## config.mk

```make
export PLATFORM = sky130hd
export DESIGN_NAME = evt_chan_top
export DESIGN_NICKNAME = d
export VERILOG_FILES = /design/src/rtl/evt_chan_pkg.sv /design/src/rtl/evt_chan_ctrl.sv /design/src/rtl/evt_chan_dp.sv /design/src/rtl/evt_chan_top.sv
export SDC_FILE = /design/constraint.sdc
export NUM_CORES = 1
export LEC_CHECK = 0
export ABC_AREA = 0
export BUFFER_PORTS_ARGS = -buffer_cell sky130_fd_sc_hd__buf_2
export CAP_MARGIN = 15
export CORE_UTILIZATION = 35
export CTS_CLUSTER_DIAMETER = 30
export DETAILED_ROUTE_END_ITERATION = 8
export GPL_ROUTABILITY_DRIVEN = 0
export PLACE_DENSITY = 0.6
export SYNTH_ARGS = -nofsm -noshare
export SYNTH_HDL_FRONTEND = slang
export SYNTH_HIERARCHICAL = 1
export SYNTH_SLANG_ARGS = --single-unit
```

## constraint.sdc

```tcl
create_clock -name clk -period 9.4 [get_ports clk]
set_input_delay 0.94 -clock clk [delete_from_list [all_inputs] [get_ports clk]]
set_output_delay 0.94 -clock clk [all_outputs]
set_load 0.02 [all_outputs]
```

## src/rtl/evt_chan_pkg.sv

```systemverilog
package evt_chan_pkg;

  // configuration bit positions
  localparam int CFG_LEVEL  = 1;
  localparam int CFG_EN     = 2;
  localparam int CFG_PER    = 3;
  localparam int CFG_PCAP   = 4;
  localparam int CFG_SCAP   = 5;
  localparam int CFG_SETVAL = 6;
  localparam int CFG_W32    = 8;
  localparam int ROUTE_LO   = 9;
  localparam int ROUTE_HI   = 13;

  localparam logic [31:0] CFG_WR_MASK = 32'h0000_3F4C;
  localparam logic [31:0] CFG_CAPS    = 32'h0000_0030;
  localparam logic [31:0] CFG_HI_WORD = 32'h0000_0004;

  typedef enum logic [1:0] {
    ADDR_CFG_LO = 2'd0,
    ADDR_CFG_HI = 2'd1,
    ADDR_CMP_LO = 2'd2,
    ADDR_CMP_HI = 2'd3
  } regSel_e;

  typedef struct packed {
    logic ldCmpLo;
    logic ldCmpHi;
    logic ldPerLo;
    logic ldPerHi;
    logic trunc32;
    logic rearm;
  } chanStrobe_t;

endpackage

```

## src/rtl/evt_chan_ctrl.sv

```systemverilog
module evt_chan_ctrl
  import evt_chan_pkg::*;
#(
  parameter int HALF_W = 32
) (
  input  logic              clk,
  input  logic              rstN,
  input  logic              wrEn,
  input  logic [1:0]        regAddr,
  input  logic [HALF_W-1:0] wrData,
  output logic [HALF_W-1:0] cfgWord,
  output logic              chEn,
  output logic              periodic,
  output logic              w32,
  output chanStrobe_t       strobe,
  output logic              levelErr
);

  localparam logic [HALF_W-1:0] WR_MASK = HALF_W'(CFG_WR_MASK);
  localparam logic [HALF_W-1:0] CAPS    = HALF_W'(CFG_CAPS);

  logic [HALF_W-1:0] cfgStore;
  logic isCfg, isCmpLo, isCmpHi, setVal;

  assign isCfg   = wrEn && (regAddr == ADDR_CFG_LO);
  assign isCmpLo = wrEn && (regAddr == ADDR_CMP_LO);
  assign isCmpHi = wrEn && (regAddr == ADDR_CMP_HI);

  assign chEn     = cfgStore[CFG_EN];
  assign periodic = cfgStore[CFG_PER];
  assign setVal   = cfgStore[CFG_SETVAL];
  assign w32      = cfgStore[CFG_W32];
  assign cfgWord  = cfgStore | CAPS;

  always_ff @(posedge clk or negedge rstN) begin
    if (!rstN) begin
      cfgStore <= '0;
      levelErr <= 1'b0;
    end else begin
      levelErr <= isCfg && wrData[CFG_LEVEL];
      if (isCfg) begin
        cfgStore <= wrData & WR_MASK;
      end else if (isCmpLo || isCmpHi) begin
        cfgStore[CFG_SETVAL] <= 1'b0;
      end
    end
  end

  always_comb begin
    strobe         = '0;
    strobe.ldCmpLo = isCmpLo && (!periodic || setVal);
    strobe.ldPerLo = isCmpLo && periodic;
    strobe.ldCmpHi = isCmpHi && (!periodic || setVal);
    strobe.ldPerHi = isCmpHi && periodic && !setVal;
    strobe.trunc32 = isCfg && wrData[CFG_W32];
    strobe.rearm   = isCfg || isCmpLo || isCmpHi;
  end

  AST_SETVAL_SELFCLR: assert property (@(posedge clk) disable iff (!rstN)
    (wrEn && (regAddr == ADDR_CMP_LO || regAddr == ADDR_CMP_HI)) |=> !cfgWord[CFG_SETVAL]);

  AST_LEVEL_FLAG: assert property (@(posedge clk) disable iff (!rstN)
    levelErr |-> $past(wrEn && regAddr == ADDR_CFG_LO && wrData[CFG_LEVEL]));

endmodule

```

## src/rtl/evt_chan_dp.sv

```systemverilog
module evt_chan_dp
  import evt_chan_pkg::*;
#(
  parameter int CNT_W = 64
) (
  input  logic                clk,
  input  logic                rstN,
  input  logic [CNT_W-1:0]    counterVal,
  input  logic                globalEn,
  input  logic                chEn,
  input  logic                periodic,
  input  logic                w32,
  input  chanStrobe_t         strobe,
  input  logic [CNT_W/2-1:0]  wrData,
  output logic [CNT_W-1:0]    cmpVal,
  output logic                irqPulse
);

  localparam int HALF_W = CNT_W / 2;

  logic [CNT_W-1:0]  cmpReg, perReg, diffNow, sumFull, nextCmp, diffNext;
  logic [HALF_W-1:0] perLoData, perHiData;
  logic catchUp, prevLoOnes;
  logic reached, aheadNext, eqHit, wrapHit, perFire, oneFire, advance, perZero;

  assign perHiData = {1'b0, wrData[HALF_W-2:0]};
  assign perLoData = w32 ? {1'b0, wrData[HALF_W-2:0]} : wrData;

  assign diffNow   = counterVal - cmpReg;
  assign reached   = w32 ? !diffNow[HALF_W-1] : !diffNow[CNT_W-1];
  assign sumFull   = cmpReg + perReg;
  assign nextCmp   = w32 ? {{HALF_W{1'b0}}, sumFull[HALF_W-1:0]} : sumFull;
  assign diffNext  = counterVal - nextCmp;
  assign aheadNext = w32 ? diffNext[HALF_W-1] : diffNext[CNT_W-1];
  assign perZero   = (perReg == '0);

  assign eqHit   = w32 ? (counterVal[HALF_W-1:0] == cmpReg[HALF_W-1:0])
                       : (counterVal == cmpReg);
  assign wrapHit = w32 && prevLoOnes && (counterVal[HALF_W-1:0] == '0);

  assign perFire = periodic && reached && !catchUp;
  assign oneFire = !periodic && (eqHit || wrapHit);
  assign advance = periodic && !perZero && (perFire || catchUp);

  assign cmpVal = cmpReg;

  always_ff @(posedge clk or negedge rstN) begin
    if (!rstN) begin
      cmpReg     <= '1;
      perReg     <= '0;
      catchUp    <= 1'b0;
      prevLoOnes <= 1'b0;
      irqPulse   <= 1'b0;
    end else begin
      irqPulse   <= (perFire || oneFire) && chEn && globalEn;
      prevLoOnes <= &counterVal[HALF_W-1:0];
      if (strobe.rearm) begin
        catchUp <= 1'b0;
        if (strobe.ldCmpLo) cmpReg[HALF_W-1:0]     <= wrData;
        if (strobe.ldCmpHi) cmpReg[CNT_W-1:HALF_W] <= wrData;
        if (strobe.ldPerLo) perReg[HALF_W-1:0]     <= perLoData;
        if (strobe.ldPerHi) perReg[CNT_W-1:HALF_W] <= perHiData;
        if (strobe.trunc32) begin
          cmpReg[CNT_W-1:HALF_W] <= '0;
          perReg[CNT_W-1:HALF_W] <= '0;
        end
      end else if (!periodic) begin
        catchUp <= 1'b0;
      end else if (perFire || catchUp) begin
        catchUp <= perZero ? 1'b1 : !aheadNext;
        if (advance) cmpReg <= nextCmp;
      end
    end
  end

  AST_PERIOD_MSB: assert property (@(posedge clk) disable iff (!rstN)
    !perReg[CNT_W-1]);

  AST_TRUNC_UPPER: assert property (@(posedge clk) disable iff (!rstN)
    $past(strobe.trunc32) |-> (cmpReg[CNT_W-1:HALF_W] == '0 && perReg[CNT_W-1:HALF_W] == '0));

  AST_CATCHUP_QUIET: assert property (@(posedge clk) disable iff (!rstN)
    catchUp |=> !irqPulse);

endmodule

```

## src/rtl/evt_chan_top.sv

```systemverilog
module evt_chan_top
  import evt_chan_pkg::*;
#(
  parameter int CNT_W = 64
) (
  input  logic               clk,
  input  logic               rstN,
  input  logic [CNT_W-1:0]   counterVal,
  input  logic               globalEn,
  input  logic               wrEn,
  input  logic               rdEn,
  input  logic [1:0]         regAddr,
  input  logic [CNT_W/2-1:0] wrData,
  output logic [CNT_W/2-1:0] rdData,
  output logic               irqPulse,
  output logic               levelErr
);

  localparam int HALF_W = CNT_W / 2;

  logic [HALF_W-1:0] cfgWord;
  logic [CNT_W-1:0]  cmpVal;
  logic chEn, periodic, w32;
  chanStrobe_t strobe;

  evt_chan_ctrl #(.HALF_W(HALF_W)) u_ctrl (
    .clk(clk), .rstN(rstN), .wrEn(wrEn), .regAddr(regAddr), .wrData(wrData),
    .cfgWord(cfgWord), .chEn(chEn), .periodic(periodic), .w32(w32),
    .strobe(strobe), .levelErr(levelErr)
  );

  evt_chan_dp #(.CNT_W(CNT_W)) u_dp (
    .clk(clk), .rstN(rstN), .counterVal(counterVal), .globalEn(globalEn),
    .chEn(chEn), .periodic(periodic), .w32(w32), .strobe(strobe),
    .wrData(wrData), .cmpVal(cmpVal), .irqPulse(irqPulse)
  );

  always_comb begin
    rdData = '0;
    if (rdEn) begin
      case (regAddr)
        ADDR_CFG_LO: rdData = cfgWord;
        ADDR_CFG_HI: rdData = HALF_W'(CFG_HI_WORD);
        ADDR_CMP_LO: rdData = cmpVal[HALF_W-1:0];
        default:     rdData = cmpVal[CNT_W-1:HALF_W];
      endcase
    end
  end

  AST_IRQ_GATED: assert property (@(posedge clk) disable iff (!rstN)
    irqPulse |-> $past(globalEn));

endmodule

```

==> reports/results.txt <==
Based on the critical path, the design can be clocked at up to 155 MHz. The worst register-to-register path ends at u_dp/catchUp. In the synthesized netlist, the number of instances is 1,681.

Counting stages on the worst path, the most repeated cell is a21oi_1. Measured along the y axis, the die boundary spans 203 um. In this run the cell area of the synthesized design comes to 14,100 um^2. Of the total synthesized cell area, the portion taken by AND, OR, NAND and NOR gates is 16.3%. The startpoint identified for the worst register-to-register timing path is u_dp/perReg[0]. The flow ran to the end, and the final reports show no timing, DRC or antenna violations. The hold violation total from the final report is 0. The worst path uses 68.4% of the clock period.

The region available for standard cell placement spans 39,700 um^2. The logs give 23,700 um for the met2 wire length and 23.7% for the sequential cell fraction of total power. In this design, the largest share of critical-path delay is due to compound AO/OA/AOI/OAI gates. For the fill cell instance count of the final layout, the log shows 4,032.

The final layout contains routed wiring with a total length of 52,400 um. The path with the worst hold slack has its endpoint at u_ctrl/cfgStore[13]. The tools report the launch point of the worst hold path as u_ctrl/cfgStore[13]. The clock latency on the worst-skew pair came out at 0.45 ns. The tools report the design internal power as 2.54 mW. The tightest hold path in the finished design has a slack of 0.509 ns. A synthesized cell averages 8.40 um^2.

In this run the power density over the cells is 326 nW/um^2. Of the total synthesized cell area, the portion taken by XOR and XNOR cells is 3.95%. The critical path is of the flop to flop type. Synthesis instantiated 83 different standard cells from the library. The main flop type after synthesis was dfrtp_1. The tools report the worst vdd rail ir drop as 0.152 mV. The tools report the first-pass GRT wire length as 79,200 um.

The number of buffers inserted to repair setup after CTS was 0; the layout cell share with drive strength beyond 1 was 17.7%. Max-cap violations in this run came to 0. For this run, the number of Yosys warnings is 6. The routed design uses 4360 um of met3 wire.

For the final database, setup skew stands at 0.0138 ns. The cell at the slowest stage of the critical path was a211oi_1. The total of flip-flops plus latches after synthesis is 140. In this run the worst path has a maximum fanout of 5. The largest single stage delay on the critical path is 0.59 ns. Summed over all failing endpoints, the final setup total negative slack is 0 ns. Net switching is 50.1% of the power.

The initial antenna violation count was 1; the number of enable-type register cells in the synthesized netlist was 0. For the number of clock buffers inserted by TritonCTS, the log shows 17. After detailed routing, the number of remaining DRC violations is 0.

TritonCTS built the clock tree. The antenna violation net count after detailed routing is 0. The number of input and output port buffers inserted came out at 136. At the worst endpoint, the required time is 9.78 ns.

For the total net switching power, the log shows 2.55 mW. The signal on the critical path passes through ha_1, fa_1, a21o_1, a221oi_1, o21bai_1, a21oi_1, o21bai_2, a21oi_1, o21ai_0, a21oi_1, xnor2_1, nand2_1, ha_1, a21o_1, a21o_1, a21oi_1, nor2_1, a211oi_1, o211ai_1, a31oi_1, xnor3_1, nor2_1, o21a_1. Dividing the detail-routed wire length by the instance count gives 22.8 um. The run gives 0 as the number of pins with negative max-slew slack in the final report. For this run, asynchronously set or reset flops after synthesis account for 100%. Slack of the worst reg-to-reg path: 2.97 ns. For the pin with the worst max-slew slack, the measured transition is 1.18 ns.

CTS saw 140 sinks. Summed over all cells, the static leakage comes to 7.29 nW. The post-route core utilization came out at 39.4%. Setup repair after global routing left no endpoint under its margin. The first TritonRoute pass finished after 6 iterations. The compound-gate portion of the synthesized area was 24.8%.

The combinational group share of total power was 62.5%. Detailed placement finished with a half-perimeter wire length of 41,600 um. Measured along the x axis, the die boundary spans 203 um. For the routed via count, the log shows 13,700. The worst register-to-register path has a depth of 23.

The min-delay analysis places its worst path in the category flop to flop. The portion of the post-synthesis area used by sequential elements came out at 25.4%. The total congestion overflow came out at 0.

The number of antenna diodes in the final layout is 0. The root cell of the clock tree is clkbuf_16. The area of the die is 41,100 um^2, and the total number of placement rows is 73. The post-synthesis mux area share was 5.91%; the clock group share of total power was 13.8%.

In this run, post-CTS repair resized a total of 0 instances. Entering global routing, the biggest net connects 82 pins. The worst pin sits at a relative slew slack of 21.3%. Main combinational cell family by area after synthesis: compound AO/OA/AOI/OAI gates.

At the end of the flow, the number of nets in the layout was 2,051. The buffers plus inverters on the worst setup path was 0; the detailed-routing wirelength on met1 was 22,900 um. The initial utilization of the core area, before any placement, comes to 35.5%. Number of cells on the worst hold path: 1.

The run gives 12,800 as the via count of the first global-routing pass. The nature of the critical path startpoint was a flop. Fraction of the mapped netlist area in adder cells: 16.8%. Subtracting the final worst setup slack from the clock period gives 6.43 ns. The highest metal layer used by the detailed router was met4. The logs give 0 for the hold-fix buffer count after cts and 1,563 for the number of design-rule violations left by the first detailed-router iteration. Clock-pin slew was measured on the worst setup and hold paths at 0.07 ns. The number of placed I/O pins is 137, and the data arrival time of the critical path is 6.81 ns. After detailed routing, the number of vias per cell comes to 5.97. STA classifies the critical path endpoint as a flop. Setup violations remaining at the end of the flow were counted as 0. The H-tree generated during clock tree synthesis spans 4 levels.

Global routing used 25.3% of the available tracks across all layers. Relative to the synthesized area, the layout overhead comes to 10.8%. In this run the deepest clock path goes through 2 buffers.
power groups by stage:
stage	clock (mW)	sequential (mW)	combinational [mW]
6_report	0.703	1.21	3.18
5_1_grt	0.737	1.22	3.50
4_1_cts	0.711	1.19	3.12
3_5_place_dp	0	1.20	3.09
3_3_place_gp	0	1.19	3.05
2_1_floorplan	0	1.05	2.27
per-stage QoR:
stage | instances | power, mW | setup WS (ns) | area (um^2)
after floorplan | 1702 | 3.32 | 4.43 | 14200
after global placement | 2265 | 4.23 | 3.22 | 15000
after detailed placement | 2265 | 4.29 | 3.15 | 15000
after CTS | 2297 | 5.02 | 3.13 | 15600
after global routing | 2297 | 5.46 | 2.81 | 15600
final | 2297 | 5.09 | 2.97 | 15600
final cells by class:
| class | instances | area, um^2 | share of cell area, % |
|---|---|---|---|
| Multi-Input combinational cell | 1360 | 9680 | 61.9 |
| Sequential cell | 140 | 3580 | 22.9 |
| Timing Repair Buffer | 149 | 785 | 5.02 |
| Tap cell | 525 | 657 | 4.20 |
| Clock buffer | 17 | 425 | 2.72 |
| Inverter | 91 | 342 | 2.18 |
| Clock inverter | 15 | 164 | 1.05 |
registers in the layout, summed over array words and instances (netlist names):
signal,count
u_ctrl/cfgStore,9
u_ctrl/levelErr,1
u_dp/catchUp,1
u_dp/cmpVal,64
u_dp/irqPulse,1
u_dp/perReg,63
u_dp/prevLoOnes,1
layout by cell type, fill, tap and decap left out, types with 15 or more instances in the layout:
cell,count
ha_1,188
nand2_1,168
a21oi_1,162
buf_2,135
o21ai_0,128
inv_1,90
dfrtp_1,76
nor2_1,66
a21o_1,64
dfstp_2,64
nand4_1,57
mux2_2,43
nor2b_1,38
mux2i_1,35
xnor2_1,32
a22o_1,31
xor2_1,29
nor4_1,28
nand3_1,25
conb_1,23
a221oi_1,18
clkbuf_16,17
o21a_1,17
a211oi_1,16
o21ai_1,15
layer usage:
| metal | GRT usage (%) | up-vias |
|---|---|---|
| met5 | 0 | - |
| met4 | 7.92 | 0 |
| met3 | 3.23 | 82 |
| met2 | 40.3 | 682 |
| met1 | 35.5 | 6611 |
| li1 | - | 6328 |
synth_stat cells (all sizes together), types with 35 or more instances:
master / number / area share [%]
dfstp: 64 / 12
inv: 90 / 2.4
a21oi: 164 / 5.9
nor2b: 38 / 1.7
mux2i: 35 / 2.5
buf: 56 / 2.9
ha: 188 / 17
clkbuf: 55 / 1.5
nor2: 67 / 1.8
mux2: 43 / 3.4
nand4: 57 / 2.5
dfrtp: 76 / 13
nand2: 169 / 4.5
o21ai: 144 / 5.1
a21o: 64 / 3.4
worst max-delay path by stage:
stage / startpoint / to / slack, ns / cells past startpoint
final: u_dp/perReg[0] / u_dp/catchUp / 2.97 / 23
after global placement: u_dp/perReg[0] / u_dp/catchUp / 3.22 / 23
after detailed placement: u_dp/perReg[0] / u_dp/catchUp / 3.15 / 23
after global routing: u_dp/perReg[0] / u_dp/catchUp / 2.81 / 23
after CTS: u_dp/perReg[0] / u_dp/catchUp / 3.13 / 23
after floorplan: u_dp/cmpVal[0] / u_dp/catchUp / 4.43 / 23
worst reg2reg max path, cell delays in order (launching register included):
cell and delay (ns):
dfrtp_1 0.40, ha_1 0.22, fa_1 0.41, a21o_1 0.21, a221oi_1 0.51, o21bai_1 0.19, a21oi_1 0.40, o21bai_2 0.20
a21oi_1 0.32, o21ai_0 0.24, a21oi_1 0.24, xnor2_1 0.21, nand2_1 0.10, ha_1 0.30, a21o_1 0.19, a21o_1 0.18
a21oi_1 0.19, nor2_1 0.07, a211oi_1 0.59, o211ai_1 0.32, a31oi_1 0.38, xnor3_1 0.26, nor2_1 0.12, o21a_1 0.13
cell families (layout without fill, tap and decap cells):
| group | Yosys count | after routing |
|---|---|---|
| multiplexers | 78 | 78 |
| adder cells (fa/ha/maj) | 189 | 189 |
| buffers and inverters | 202 | 272 |
| flip-flops | 140 | 140 |
| XOR/XNOR | 62 | 62 |
| other | 2 | 23 |
| AO/OA/AOI/OAI | 552 | 552 |
| AND/OR/NAND/NOR | 456 | 456 |
Power figures use the tool's default switching activity.
